[src/rtl/mag_cmp_pkg.sv]
package mag_cmp_pkg;
  typedef struct packed {
    logic gt;
    logic lt;
    logic eq;
  } rel_t;

  localparam rel_t REL_SEED = '{gt: 1'b0, lt: 1'b0, eq: 1'b1};
endpackage

[src/rtl/mag_cmp_cell.sv]
module mag_cmp_cell
  import mag_cmp_pkg::*;
(
  input  logic a_i,
  input  logic b_i,
  input  rel_t rel_i,
  output rel_t rel_o
);
  always_comb begin
    unique case ({a_i, b_i})
      2'b10:   rel_o = '{gt: 1'b1, lt: 1'b0, eq: 1'b0};
      2'b01:   rel_o = '{gt: 1'b0, lt: 1'b1, eq: 1'b0};
      default: rel_o = rel_i;  // equal bits defer to lower cells
    endcase
  end
endmodule

[src/rtl/mag_cmp_chain.sv]
module mag_cmp_chain
  import mag_cmp_pkg::*;
#(
  parameter int unsigned WIDTH = 8
) (
  input  logic [WIDTH-1:0] a_i,
  input  logic [WIDTH-1:0] b_i,
  output rel_t             rel_o
);
  localparam int unsigned NODES = WIDTH + 1;

  rel_t link [NODES];

  assign link[0] = REL_SEED;

  for (genvar i = 0; i < WIDTH; i++) begin : g_cell
    mag_cmp_cell cell_i (
      .a_i   (a_i[i]),
      .b_i   (b_i[i]),
      .rel_i (link[i]),
      .rel_o (link[i+1])
    );
  end

  assign rel_o = link[NODES-1];
endmodule

[src/rtl/mag_cmp_casc.sv]
module mag_cmp_casc
  import mag_cmp_pkg::*;
#(
  parameter int unsigned WIDTH = 8
) (
  input  logic [WIDTH-1:0] a_i,
  input  logic [WIDTH-1:0] b_i,
  output logic             gt_o,
  output logic             lt_o,
  output logic             eq_o
);
  rel_t rel;

  mag_cmp_chain #(.WIDTH(WIDTH)) chain_i (
    .a_i   (a_i),
    .b_i   (b_i),
    .rel_o (rel)
  );

  assign gt_o = rel.gt;
  assign lt_o = rel.lt;
  assign eq_o = rel.eq;
endmodule

[config.mk]
export PLATFORM = sky130hd
export DESIGN_NAME = mag_cmp_casc
export DESIGN_NICKNAME = d
export VERILOG_FILES = /design/src/rtl/mag_cmp_pkg.sv /design/src/rtl/mag_cmp_cell.sv /design/src/rtl/mag_cmp_chain.sv /design/src/rtl/mag_cmp_casc.sv
export SDC_FILE = /design/constraint.sdc
export NUM_CORES = 1
export LEC_CHECK = 0
export ABC_AREA = 0
export CAP_MARGIN = 30
export CORE_MARGIN = 1
export CORE_UTILIZATION = 25
export DETAILED_ROUTE_END_ITERATION = 10
export PLACE_DENSITY = 0.56
export SLEW_MARGIN = 25
export SYNTH_ARGS = -nofsm -noshare
export SYNTH_HDL_FRONTEND = slang
export SYNTH_SLANG_ARGS = --single-unit
[constraint.sdc]
create_clock -name vclk -period 3.35
set_input_delay 0.67 -clock vclk [all_inputs]
set_output_delay 0.67 -clock vclk [all_outputs]
set_load 0.01 [all_outputs]
==> results.py <==
metrics = {
    "pwr": {
        "switchingPower_w": 0.0000362,
        "p_per_area_nw_per_um2": 128,
        "comb_power_share_pct": 100.0,
        "p_seq_share_pct": 0,
        "p_total_w": 0.0000837,
        "p_leak_nw": 0.363,
        "p_int_w": 0.0000475,
        "ir_drop_uv": 66.8,
        "clockPowerShare_pct": 0,
        "switching_share_pct": 43.2,
    },
    "detailed_routing": {
        "drt_wl_total_um": 795,
        "ant_nets": 0,
        "drt_first_iter_violations": 1,
        "wl_per_cell_um": 8.74,
        "vias_per_cell": 4.52,
        "drc": 1,
        "firstDrtPassIters": 6,
        "via_count": 411,
    },
    "sta": {
        "hold_violations": 0,
        "rsz0062_at_grt": "no",
        "finalSetupTns_ns": 0,
        "setup-violations-final": 0,
        "max_freq_ghz": 0.323,
        "period_minus_slack_ns": 3.09,
        "tightest_slew_ns": 0.318,
        "maxSlewHeadroom_pct": 78.8,
        "finalCritPeriodShare_pct": 92.3,
        "timing.final.max_slew_violations": 0,
    },
    "run_status": {
        "failed_checks": "DRC",
        "outcome": "finished with violations",
    },
    "floorplanning": {
        "die_height_um": 43.7,
        "die_w_um": 43.7,
        "start_util_pct": 27.9,
        "core_region_area_um2": 1560,
        "io_pins": 19,
        "dieArea_um2": 1910,
        "rows": 14,
    },
    "final_layout": {
        "drive_above_1_share_pct": 5.33,
        "regArea_um2": 0,
        "n_antenna_cell": 0,
        "clkbuf_count": 0,
        "seq_cell_count": 0,
        "design_area_um2": 654,
        "area_growth_pct": 50.3,
        "fin_nets": 109,
    },
    "worst_setup_path": {
        "cp-start-kind": "input pin",
        "critPathRequiredTime_ns": 2.68,
        "critPathSlowestCell": "clkdlybuf4s50_1",
        "worstPathArrival_ns": 2.42,
        "crit_family": "buffers and inverters",
        "cp-end-kind": "output pin",
        "crit_fanout": 3,
        "crit_path_max_incr_delay_ns": 0.49,
        "crit_chain": "clkdlybuf4s50_1 -> inv_1 -> ha_1 -> mux2_1 -> o211ai_2 -> a221oi_2 -> dlygate4sd2_1",
        "critPathBufInv": 3,
        "worst-setup-path-type": "input pin to output pin",
    },
    "min_path": {
        "hp-class": "input pin to output pin",
        "hold_path_depth": 5,
        "whs_endpoint": "gt_o",
        "min-delay-start": "a_i[7]",
    },
    "placement": {
        "portBuffers": 19,
        "dpl.hpwl_um": 732,
        "globalplace.congestion": 0.728,
        "placed_cell_area_um2": 653,
    },
    "synth": {
        "syn-num-nets": 87,
        "synth_most_common_cell": "inv_1",
        "synth.avg_cell_area_um2": 7.92,
        "synthTopCellsByArea": "ha_1 46%, inv_1 16%, a221oi_2 6.9%, mux2_1 5.2%, a221oi_1 4.0%",
        "netlist.area_leader.share_pct": 46.0,
        "synthDistinctLibCells": 15,
        "synth-warning-count": 0,
        "synth_largest_area_cell": "ha_1",
        "syn_inst": 55,
        "syn_area_um2": 435,
        "yosys-top-cells-count": "18 x inv_1, 16 x ha_1",
        "ys_seq_area_share_pct": 0,
    },
    "global_routing": {
        "grt_antenna_before_repair": 0,
        "grt_overflow": 0,
        "grt_pass1_wl_um": 1590,
        "grt_max_degree": 6,
        "track_usage_pct": 10.1,
        "grt_pass1_vias": 397,
    },
    "clock_tree": {
        "post_cts_buffers": 0,
        "hold_buffers": 0,
    },
    "flow_run": {
        "drv_cap": 0,
    },
}
[per-stage QoR]
| stage | cells | utilization (%) | worst slack (ns) | hold slack [ns] |
|---|---|---|---|---|
| floorplan | 55 | - | 1.07 | 1.62 |
| global placement | 91 | 41.9 | 0.0211 | 2.57 |
| detailed placement | 91 | 41.9 | 0.00543 | 2.57 |
| CTS | 91 | 41.8 | 0.0124 | 2.38 |
| global route | 91 | 42.0 | 0.145 | 2.34 |
| finish | 91 | 42.0 | 0.257 | 2.28 |
[how the worst max path moves through the flow]
stage	from	endpoint	slack, ns	cells after the start
detailed placement	a_i[1]	lt_o	0.005	7
CTS	a_i[1]	gt_o	0.01	7
finish	a_i[1]	lt_o	0.26	7
global route	a_i[3]	eq_o	0.14	6
global placement	a_i[1]	gt_o	0.02	7
floorplan	a_i[1]	gt_o	1.07	5
[cells by family after synthesis]
group | after synthesis | share of synthesized area, %
AOI/OAI and AO/OA | 10 | 21.8
adders and majority gates | 16 | 46.0
buffers and inverters | 18 | 15.5
muxes | 2 | 5.17
and+or+nand+nor | 9 | 11.5
[routing by layer]
metal | global-route usage, % | part of all wire, % | vias to the layer above
li1 | - | - | 227
met1 | 15.5 | 50 | 173
met2 | 16.4 | 44 | 11
met3 | 0.417 | 5.9 | 0
met4 | 0 | 0 | 0
met5 | 0 | 0 | -
[cells in the final DEF, fill, tap and decap left out]
cell	count
a221oi_1	2
a221oi_2	2
buf_4	1
clkdlybuf4s50_1	17
dlygate4sd2_1	1
dlymetal6s2s_1	1
ha_1	16
inv_1	18
mux2_1	2
nand2_1	2
nand2b_1	1
nand4_1	1
nor2_1	2
nor3_1	1
o211ai_1	1
o211ai_2	1
o21a_1	2
o22ai_1	2
or3b_1	2
[power groups by stage]
stage               sequential (W)  clock, W  combinational [W]
CTS                              0         0          0.0000862
global route                     0         0          0.0000949
detailed placement               0         0          0.0000869
finish                           0         0          0.0000837
floorplan                        0         0          0.0000478
global placement                 0         0          0.0000863
[timing repair]
item / 4_1_cts / 5_1_grt
setup endpoints to repair: 1 / 1
gates resized for setup: 1 / 1
hold endpoints to repair: 0 / 0
[area by class of cell]
cell class	count	area, µm²
timing repair buffer	20	199
tap	16	20.0
fill	161	905
inverter	18	67.6
multi-input combinational	37	368
Power figures use the tool's default switching activity.
